File: src/rtl/synpurge_pkg.sv
package synpurge_pkg;

    typedef enum logic [1:0] {
        WK_IDLE,
        WK_ISSUE,
        WK_DRAIN
    } walk_state_e;

    // Number of index bits that lie above the page offset
    function automatic int alias_bits(input int idx_w, input int page_w, input int blk_w);
        return idx_w - (page_w - blk_w);
    endfunction

    function automatic logic [7:0] ones_in(input logic [31:0] v);
        logic [7:0] n;
        n = '0;
        for (int i = 0; i < 32; i++) begin
            n = n + 8'(v[i]);
        end
        return n;
    endfunction

endpackage

File: src/rtl/sp_alias_walker.sv
module sp_alias_walker
    import synpurge_pkg::*;
#(
    parameter int IDX_W   = 9,
    parameter int FIXED_W = 7,
    parameter int GRP_W   = 2
) (
    input  logic             clk,
    input  logic             rst,
    input  logic             start,
    input  logic [IDX_W-1:0] vidx,
    output logic             busy,
    output logic             rd_en,
    output logic [IDX_W-1:0] rd_addr,
    output logic             cmp_vld,
    output logic             cmp_last,
    output logic [IDX_W-1:0] cmp_addr
);

    walk_state_e        state;
    logic [GRP_W-1:0]   grp;
    logic [FIXED_W-1:0] fixed_q;
    logic               grp_last;

    assign busy     = (state != WK_IDLE);
    assign rd_en    = (state == WK_ISSUE);
    assign rd_addr  = {grp, fixed_q};
    assign grp_last = (grp == {GRP_W{1'b1}});

    always_ff @(posedge clk) begin
        if (rst) begin
            state    <= WK_IDLE;
            grp      <= '0;
            fixed_q  <= '0;
            cmp_vld  <= 1'b0;
            cmp_last <= 1'b0;
            cmp_addr <= '0;
        end else begin
            cmp_vld  <= rd_en;
            cmp_last <= rd_en && grp_last;
            cmp_addr <= rd_addr;
            case (state)
                WK_IDLE: begin
                    if (start) begin
                        fixed_q <= vidx[FIXED_W-1:0];
                        grp     <= '0;
                        state   <= WK_ISSUE;
                    end
                end
                WK_ISSUE: begin
                    grp <= grp + 1'b1;
                    if (grp_last) state <= WK_DRAIN;
                end
                WK_DRAIN: begin
                    if (cmp_vld && cmp_last) state <= WK_IDLE;
                end
                default: state <= WK_IDLE;
            endcase
        end
    end

    AST_WALK_STEP: assert property (@(posedge clk) disable iff (rst)
        rd_en && $past(rd_en) |-> rd_addr[IDX_W-1:FIXED_W] ==
            GRP_W'($past(rd_addr[IDX_W-1:FIXED_W]) + 1'b1));
    AST_LOW_HELD: assert property (@(posedge clk) disable iff (rst)
        rd_en && $past(rd_en) |-> rd_addr[FIXED_W-1:0] == $past(rd_addr[FIXED_W-1:0]));
    AST_START_IGNORED: assert property (@(posedge clk) disable iff (rst)
        busy && start |=> $stable(rd_addr[FIXED_W-1:0]));

endmodule

File: src/rtl/sp_way_match.sv
module sp_way_match #(
    parameter int WAYS   = 4,
    parameter int PTAG_W = 20
) (
    input  logic [WAYS-1:0]        valid,
    input  logic [WAYS*PTAG_W-1:0] tags,
    input  logic [PTAG_W-1:0]      ptag,
    output logic [WAYS-1:0]        hit
);

    for (genvar w = 0; w < WAYS; w++) begin : g_way
        assign hit[w] = valid[w] && (tags[w*PTAG_W +: PTAG_W] == ptag);
    end

endmodule

File: src/rtl/sp_inval_stage.sv
module sp_inval_stage
    import synpurge_pkg::*;
#(
    parameter int IDX_W  = 9,
    parameter int WAYS   = 4,
    parameter int CNT_W  = 5,
    parameter int MAX_CT = 16
) (
    input  logic             clk,
    input  logic             rst,
    input  logic             accept,
    input  logic             cmp_vld,
    input  logic             cmp_last,
    input  logic [IDX_W-1:0] cmp_addr,
    input  logic [WAYS-1:0]  hit,
    output logic             clr_en,
    output logic [IDX_W-1:0] clr_addr,
    output logic [WAYS-1:0]  clr_mask,
    output logic             done,
    output logic [CNT_W-1:0] count
);

    logic [7:0] hit_n;
    assign hit_n = ones_in(32'(hit));

    always_ff @(posedge clk) begin
        if (rst) begin
            clr_en   <= 1'b0;
            clr_addr <= '0;
            clr_mask <= '0;
            done     <= 1'b0;
            count    <= '0;
        end else begin
            clr_en   <= cmp_vld && (|hit);
            clr_addr <= cmp_addr;
            clr_mask <= cmp_vld ? hit : '0;
            done     <= cmp_vld && cmp_last;
            if (accept)       count <= '0;
            else if (cmp_vld) count <= count + CNT_W'(hit_n);
        end
    end

    AST_CLR_AFTER_CMP: assert property (@(posedge clk) disable iff (rst)
        clr_en |-> $past(cmp_vld));
    AST_DONE_PULSE: assert property (@(posedge clk) disable iff (rst)
        done |=> !done);
    AST_COUNT_HOLD: assert property (@(posedge clk) disable iff (rst)
        !accept && !cmp_vld |=> $stable(count));
    AST_COUNT_BOUND: assert property (@(posedge clk) disable iff (rst)
        count <= CNT_W'(MAX_CT));

endmodule

File: src/rtl/synonym_purge.sv
module synonym_purge
    import synpurge_pkg::*;
#(
    parameter int IDX_W     = 9,
    parameter int PAGE_W    = 13,
    parameter int BLK_W     = 6,
    parameter int WAYS      = 4,
    parameter int PTAG_W    = 20,
    localparam int GRP_W    = alias_bits(IDX_W, PAGE_W, BLK_W),
    localparam int FIXED_W  = IDX_W - GRP_W,
    localparam int MAX_CT   = (1 << GRP_W) * WAYS,
    localparam int CNT_W    = $clog2(MAX_CT + 1)
) (
    input  logic                   clk,
    input  logic                   rst,
    input  logic                   miss_start,
    input  logic [IDX_W-1:0]       miss_vidx,
    input  logic [PTAG_W-1:0]      miss_ptag,
    output logic                   busy,
    output logic                   ta_rd_en,
    output logic [IDX_W-1:0]       ta_rd_addr,
    input  logic [WAYS-1:0]        ta_rd_valid,
    input  logic [WAYS*PTAG_W-1:0] ta_rd_tag,
    output logic                   ta_clr_en,
    output logic [IDX_W-1:0]       ta_clr_addr,
    output logic [WAYS-1:0]        ta_clr_mask,
    output logic                   done,
    output logic [CNT_W-1:0]       inval_count
);

    logic              accept;
    logic [PTAG_W-1:0] ptag_q;
    logic              cmp_vld;
    logic              cmp_last;
    logic [IDX_W-1:0]  cmp_addr;
    logic [WAYS-1:0]   hit;

    assign accept = miss_start && !busy;

    always_ff @(posedge clk) begin
        if (rst)         ptag_q <= '0;
        else if (accept) ptag_q <= miss_ptag;
    end

    sp_alias_walker #(.IDX_W(IDX_W), .FIXED_W(FIXED_W), .GRP_W(GRP_W)) u_walk (
        .clk(clk), .rst(rst), .start(miss_start), .vidx(miss_vidx),
        .busy(busy), .rd_en(ta_rd_en), .rd_addr(ta_rd_addr),
        .cmp_vld(cmp_vld), .cmp_last(cmp_last), .cmp_addr(cmp_addr)
    );

    sp_way_match #(.WAYS(WAYS), .PTAG_W(PTAG_W)) u_match (
        .valid(ta_rd_valid), .tags(ta_rd_tag), .ptag(ptag_q), .hit(hit)
    );

    sp_inval_stage #(.IDX_W(IDX_W), .WAYS(WAYS), .CNT_W(CNT_W), .MAX_CT(MAX_CT)) u_inval (
        .clk(clk), .rst(rst), .accept(accept),
        .cmp_vld(cmp_vld), .cmp_last(cmp_last), .cmp_addr(cmp_addr), .hit(hit),
        .clr_en(ta_clr_en), .clr_addr(ta_clr_addr), .clr_mask(ta_clr_mask),
        .done(done), .count(inval_count)
    );

    AST_READ_ONLY_BUSY: assert property (@(posedge clk) disable iff (rst)
        ta_rd_en |-> busy);
    AST_PTAG_HELD: assert property (@(posedge clk) disable iff (rst)
        busy |=> $stable(ptag_q));
    AST_DONE_IDLE: assert property (@(posedge clk) disable iff (rst)
        done |-> !busy && !ta_rd_en);
    AST_CLR_SAME_GROUP: assert property (@(posedge clk) disable iff (rst)
        ta_clr_en |-> ta_clr_addr[FIXED_W-1:0] == $past(ta_rd_addr[FIXED_W-1:0], 2));

endmodule

File: config.mk
export PLATFORM = sky130hd
export DESIGN_NAME = synonym_purge
export DESIGN_NICKNAME = d
export VERILOG_FILES = /design/src/rtl/synpurge_pkg.sv /design/src/rtl/sp_alias_walker.sv /design/src/rtl/sp_way_match.sv /design/src/rtl/sp_inval_stage.sv /design/src/rtl/synonym_purge.sv
export SDC_FILE = /design/constraint.sdc
export NUM_CORES = 1
export LEC_CHECK = 0
export BUFFER_PORTS_ARGS = -buffer_cell sky130_fd_sc_hd__buf_4
export CORE_UTILIZATION = 45
export DETAILED_ROUTE_END_ITERATION = 12
export PLACE_DENSITY_LB_ADDON = 0.2
export SYNTH_ARGS = -nofsm -noshare
export SYNTH_HDL_FRONTEND = slang
export SYNTH_SLANG_ARGS = --single-unit
File: constraint.sdc
create_clock -name clk -period 5.4 [get_ports clk]
set_input_delay 1.08 -clock clk [delete_from_list [all_inputs] [get_ports clk]]
set_output_delay 1.08 -clock clk [all_outputs]
set_load 0.005 [all_outputs]
=== Yosys cells after proc, flatten, opt, wreduce, memory -nomap -nowiden ===
Cells that the tools add are included.

* Output and inout port bits: 31
* Input bits: 116
* Register bits: 62

* Reductions and logical operators: 18
* Bitwise operators: 1
* Eq/ne operators: 10
* Multiplexer cells: 6
* $add $sub $neg: 5

{| class="wikitable"
|+ Operators by type and width
! operator !! count
|-
| == test 20 bit || 4
|-
| adder 5 x 1 -> 5 bit || 2
|-
| logical AND 1 bit || 8
|-
| two-way mux 2 bit || 4
|-
| case mux 2 bit (3 select lines) || 1
|-
| adder 5 bit || 1
|-
| == test 2 bit (second input constant) || 2
|-
| inequality test 2 bit (second input constant) || 2
|-
| case mux 2 bit (2 select lines) || 1
|-
| AND reduction 2 bit || 2
|-
| nonzero test 2 bit || 2
|-
| OR reduction 2 bit || 2
|-
| OR reduction 4 bit || 1
|-
| AND reduction 3 bit || 1
|-
| adder 1 x 1 -> 2 bit || 1
|-
| adder 2 x 1 -> 2 bit (second input constant) || 1
|-
| == test 2 x 1 -> 1 bit (second input constant) || 1
|-
| logical NOT 2 bit || 1
|-
| inequality test 2 x 1 -> 1 bit (second input constant) || 1
|-
| logical NOT 1 bit || 1
|-
| inverter 1 bit || 1
|}

=== Logic depth before layout (Yosys ltp) ===
* Depth after elaboration: 6
* Mapped depth: 16
* Depth with buffers taken out: 15

=== Modules after synthesis ===
From an unflattened synthesis, not the netlist that was laid out.

* Cell total of the unflattened synthesis: 342
* Area total of the unflattened synthesis: 3338.2 µm²

{| class="wikitable"
|+ Modules (own cells, without submodules)
! module !! area an instance (µm²) !! times used !! sequential area each (µm²) !! cells each
|-
| synonym_purge || 929.6 || 1 || 400.4 || 91
|-
| sp_way_match || 910.9 || 1 || 0.0 || 112
|-
| sp_alias_walker || 784.5 || 1 || 440.4 || 76
|-
| sp_inval_stage || 713.2 || 1 || 400.4 || 63
|}

=== Worst setup path after synthesis ===
No wires, ideal clock.

* Kind: input to register
* Start: in ta_rd_tag[23]
* End: reg u_inval.count[4]
* Stages on the path: 15
* Arrival: 3.576 ns
* Path buffers: 0
* Data required time: 5.322 ns
* Slack: 1.746 ns
* Cell sequence: xnor2_1 > nand4_1 > nor4_1 > nand4_1 > ha_1 > inv_1 > fa_1 > inv_1 > ha_1 > inv_1 > fa_1 > nor2b_1 > o211ai_1 > xor2_1 > nor3_1

* Cells in the longest elaborated chain, start to end: 6

{| class="wikitable"
|+ Ends and longest elaborated chain
! element !! RTL line !! RTL
|-
| start: declaration || synonym_purge.sv:23 || <nowiki>input logic [WAYS*PTAG_W-1:0] ta_rd_tag,</nowiki>
|-
| == test 20 bit || sp_way_match.sv:12 || <nowiki>assign hit[w] = valid[w] && (tags[w*PTAG_W +: PTAG_W] == ptag);</nowiki>
|-
| logical AND 1 bit || sp_way_match.sv:12 ||
|-
| adder 1 x 1 -> 2 bit || synpurge_pkg.sv:18 || <nowiki>n = n + 8'(v[i]);</nowiki>
|-
| adder 5 x 1 -> 5 bit (2 in series) || synpurge_pkg.sv:18 ||
|-
| adder 5 bit || sp_inval_stage.sv:39 || <nowiki>else if (cmp_vld) count <= count + CNT_W'(hit_n);</nowiki>
|-
| end signal: assignment || sp_inval_stage.sv:39 ||
|-
| end: declaration || sp_inval_stage.sv:20 || <nowiki>output logic [CNT_W-1:0] count</nowiki>
|}

No other way between the ends.
A chain may end at the register's enable or synchronous reset.

=== Worst setup path after layout ===
* Start: in ta_rd_tag[31]
* End: reg u_inval.count[4]

The elaborated chain is that of the path after synthesis.

==> run summary <==
Die X: 86.35 microns
Full die area: 7456 sq um
First-pass GRT wire length: 12910 microns
Initial core utilization: 46.87%
Tightest Hold Check Type: register to register
Mapped Area: 3202 sq um
Placed cell count: 573
Setup Fix Bufs, Post-CTS: 0
Vias in the first global route: 2736
Pint: 821.1 uW
Pwr/cell area: 253.7 nW/um^2
M2 GR Usage: 39.61%
Final hold slack: 433.4 ps
Top Usage Layer GRT: met2
Slew headroom: 36.83%
Post-route DRC: 0
GR Util met3: 4.667%
Worst Clk Skew: 6.538 ps
# clock sinks: 62
Worst Hold End: u_inval.clr_addr[2]
CTS tree: yes
Pin count of the biggest net entering global routing: 58
Io pins: 147
Initial DRC Count: 117
Maximum clock insertion buffer count: 2
Synth cell types: 28
TNS Setup: 0 ps
Worst path arrival time: 4180 ps
Period minus WS final: 3925 ps
Hold path depth: 1
Post-Route WL: 8391 microns
Static Leak: 1.907 nW
Hold Violations, Final: 0
Met1 usage in global routing: 27.94%
Clock power share: 37.7%
Hold-fix buffers, CTS: 0
Tot GR Track Use: 22.80%
Sequential share of power: 45.1%
Total gr overflow: 0
Drt wl/cell: 14.25 microns
Finished Layout Cells: 589
Final Max Tran Viols: 0
Largest cells by area after synthesis: dfxtp_1, xnor2_1, nand2_1
CP Launch Type: primary input
Drt pass-1 iters: 4
Logic pwr share: 17.2%
Crit-path cells: buf_4 > xor2_1 > nor4_1 > nand4_1 > ha_1 > inv_1 > fa_1 > inv_1 > ha_1 > inv_1 > fa_1 > nor2b_1 > o211ai_1 > xor2_1 > nor3_1
Worst R2R Setup Slack: 1870 ps
Outcome: finished clean
Area grow syn2layout: 37.75%
FF-to-FF path depth: 14
Ant diodes: 0
FF+latch count, synth: 62
Post-Syn Area per Cell: 8.772 sq um
Worst Min Path Start: u_walk.cmp_addr[2]
Most frequent CP cell: inv_1
CORE AREA: 6832 sq um
Worst-Margin Slew: 945.2 ps
CP max-delay cell: nor4_1
Gpl congestion: 0.8218
Final period util: 72.68%
Worst vdd ir: 0.1662 mV
Share of layout cells above drive strength 1: 33.47%
Port Buffer Count: 144
Crit Reg-Reg Endpoint: u_inval.count[4]
Initial antenna violation count: 0
Vias per inst: 4.718
RSZ-0062 raised after global routing: false
NumNets Final: 613
Rows: 30
Synth Warn #: 0
Post-Synthesis Cells: 365
Post-detail-place hpwl: 6602 microns
Skew-Pair Late Insertion Delay: 340 ps
Register area share after synthesis: 38.77%
Area leader, netlist: dfxtp_1
Root Driver: clkbuf_8
WP buf/inv: 4
Final setup fails: 0
Worst path top cell family by delay: adder cells
Crit path depth: 15
Critical path required time: 5660 ps
Sw power: 297.9 uW
Slowest Stage Delay on Critical Path: 560 ps
CP startpoint: ta_rd_tag[31]
Max Cap Viol: 0
Cts repair resizes: 0
Critical Path Sink Type: register
CTS HTree Levels: 3
Vias: 2779
Post-synth top area share: 38.77%
Detail Route Antenna Nets: 0
Die Ht: 86.35 microns
CTS buffer count: 9
Tot Pwr: 1.119 mW
WS Path Type: primary input to register
Worst-path clk slew: 80 ps
Post-Syn Nets: 490
Start of the worst register-to-register path: ptag_q[11]
Sw Share: 26.62%
Max Fclk: 254.8 MHz
Critical path fanouts, max: 3
==> worst max-delay path by stage <==
stage / endpoint / slack (ps)
after detailed placement: u_inval.count[4] / 1150
after floorplan: u_inval.count[4] / 1750
after CTS: u_inval.count[4] / 1490
after global placement: u_inval.count[4] / 1230
final: u_inval.count[4] / 1480
after global routing: u_inval.count[4] / 1260
==> sequential cells by signal (all words and copies together), names as in the netlist <==
signal,count
u_walk.cmp_addr,9
u_inval.clr_mask,4
u_inval.clr_en,1
u_inval.clr_addr,9
u_inval.done,1
u_walk.cmp_last,1
ptag_q,20
u_walk.cmp_vld,1
u_walk.grp,2
u_walk.fixed_q,7
u_walk.state,2
u_inval.count,5
==> cell families after synthesis <==
family / count (synthesis) / share of synthesized area [%]
muxes: 2 / 0.6253
adders and majority gates: 9 / 3.986
DFF: 62 / 38.77
xor gates and xnor gates: 83 / 23.64
and+or+nand+nor: 129 / 19.19
AOI/OAI and AO/OA: 36 / 6.018
buffers and inverters: 44 / 7.777
==> synthesized netlist by cell type (all sizes together) <==
master and count:
a31oi 1, nand2 57, o21bai 1, xor2 18, nor3 4, nand3 4, buf 23, a22oi 1
nor2b 20, mux2i 2, dfxtp 62, a21oi 30, inv 11, nand4 16, nor4 8, nand2b 2
and2 2, a2111oi 1, nor2 16, clkbuf 10, o21ai 1, o211ai 1, fa 2, ha 7
xnor2 65
==> power groups by stage <==
stage	clock network (mW)	logic (mW)	registers [mW]
after detailed placement	0	0.193	0.516
final	0.422	0.192	0.505
after global placement	0	0.189	0.515
after floorplan	0	0.125	0.493
after global routing	0.445	0.211	0.508
after CTS	0.428	0.194	0.505
==> cells in the final DEF (no fill, tap or decap) <==
cell type     n
a2111oi_0     1
a21oi_1      30
a22oi_1       1
a31oi_1       1
and2_1        2
buf_4       145
bufinv_16     1
clkbuf_8     10
clkinv_4      1
clkinvlp_4    3
dfxtp_1      62
fa_1          2
ha_1          7
inv_1        11
inv_6         1
mux2i_1       2
nand2_1      57
nand2b_1      2
nand3_1       4
nand4_1      16
nor2_1       16
nor2b_1      20
nor3_1        4
nor4_1        8
o211ai_1      1
o21ai_0       1
o21bai_1      1
xnor2_1      61
xnor2_2       4
xor2_1       18
==> per-layer routing <==
layer	share of wire, %	wire length (microns)
met4	1.4	119
met2	50	4212
met5	0	0
met3	5.1	431
met1	43	3628
==> stage by stage <==
step           worst slack [ps]  cell area [sq um]  utilization (%)
2_1_floorplan              1746               3202                -
3_3_place_gp               1228               4203            61.52
3_5_place_dp               1151               4203            61.52
4_1_cts                    1494               4410            64.56
5_1_grt                    1261               4410            64.56
6_report                   1475               4410            64.56
==> area by class of cell <==
| cell class | instances | area, sq um |
|---|---|---|
| Timing Repair Buffer | 145 | 1089 |
| Fill cell | 622 | 2421 |
| Clock buffer | 10 | 137.6 |
| Tap cell | 96 | 120.1 |
| Clock inverter | 6 | 70.07 |
| Inverter | 11 | 41.29 |
| Sequential cell | 62 | 1241 |
| Multi-Input combinational cell | 259 | 1712 |
Power figures use the tool's default switching activity.
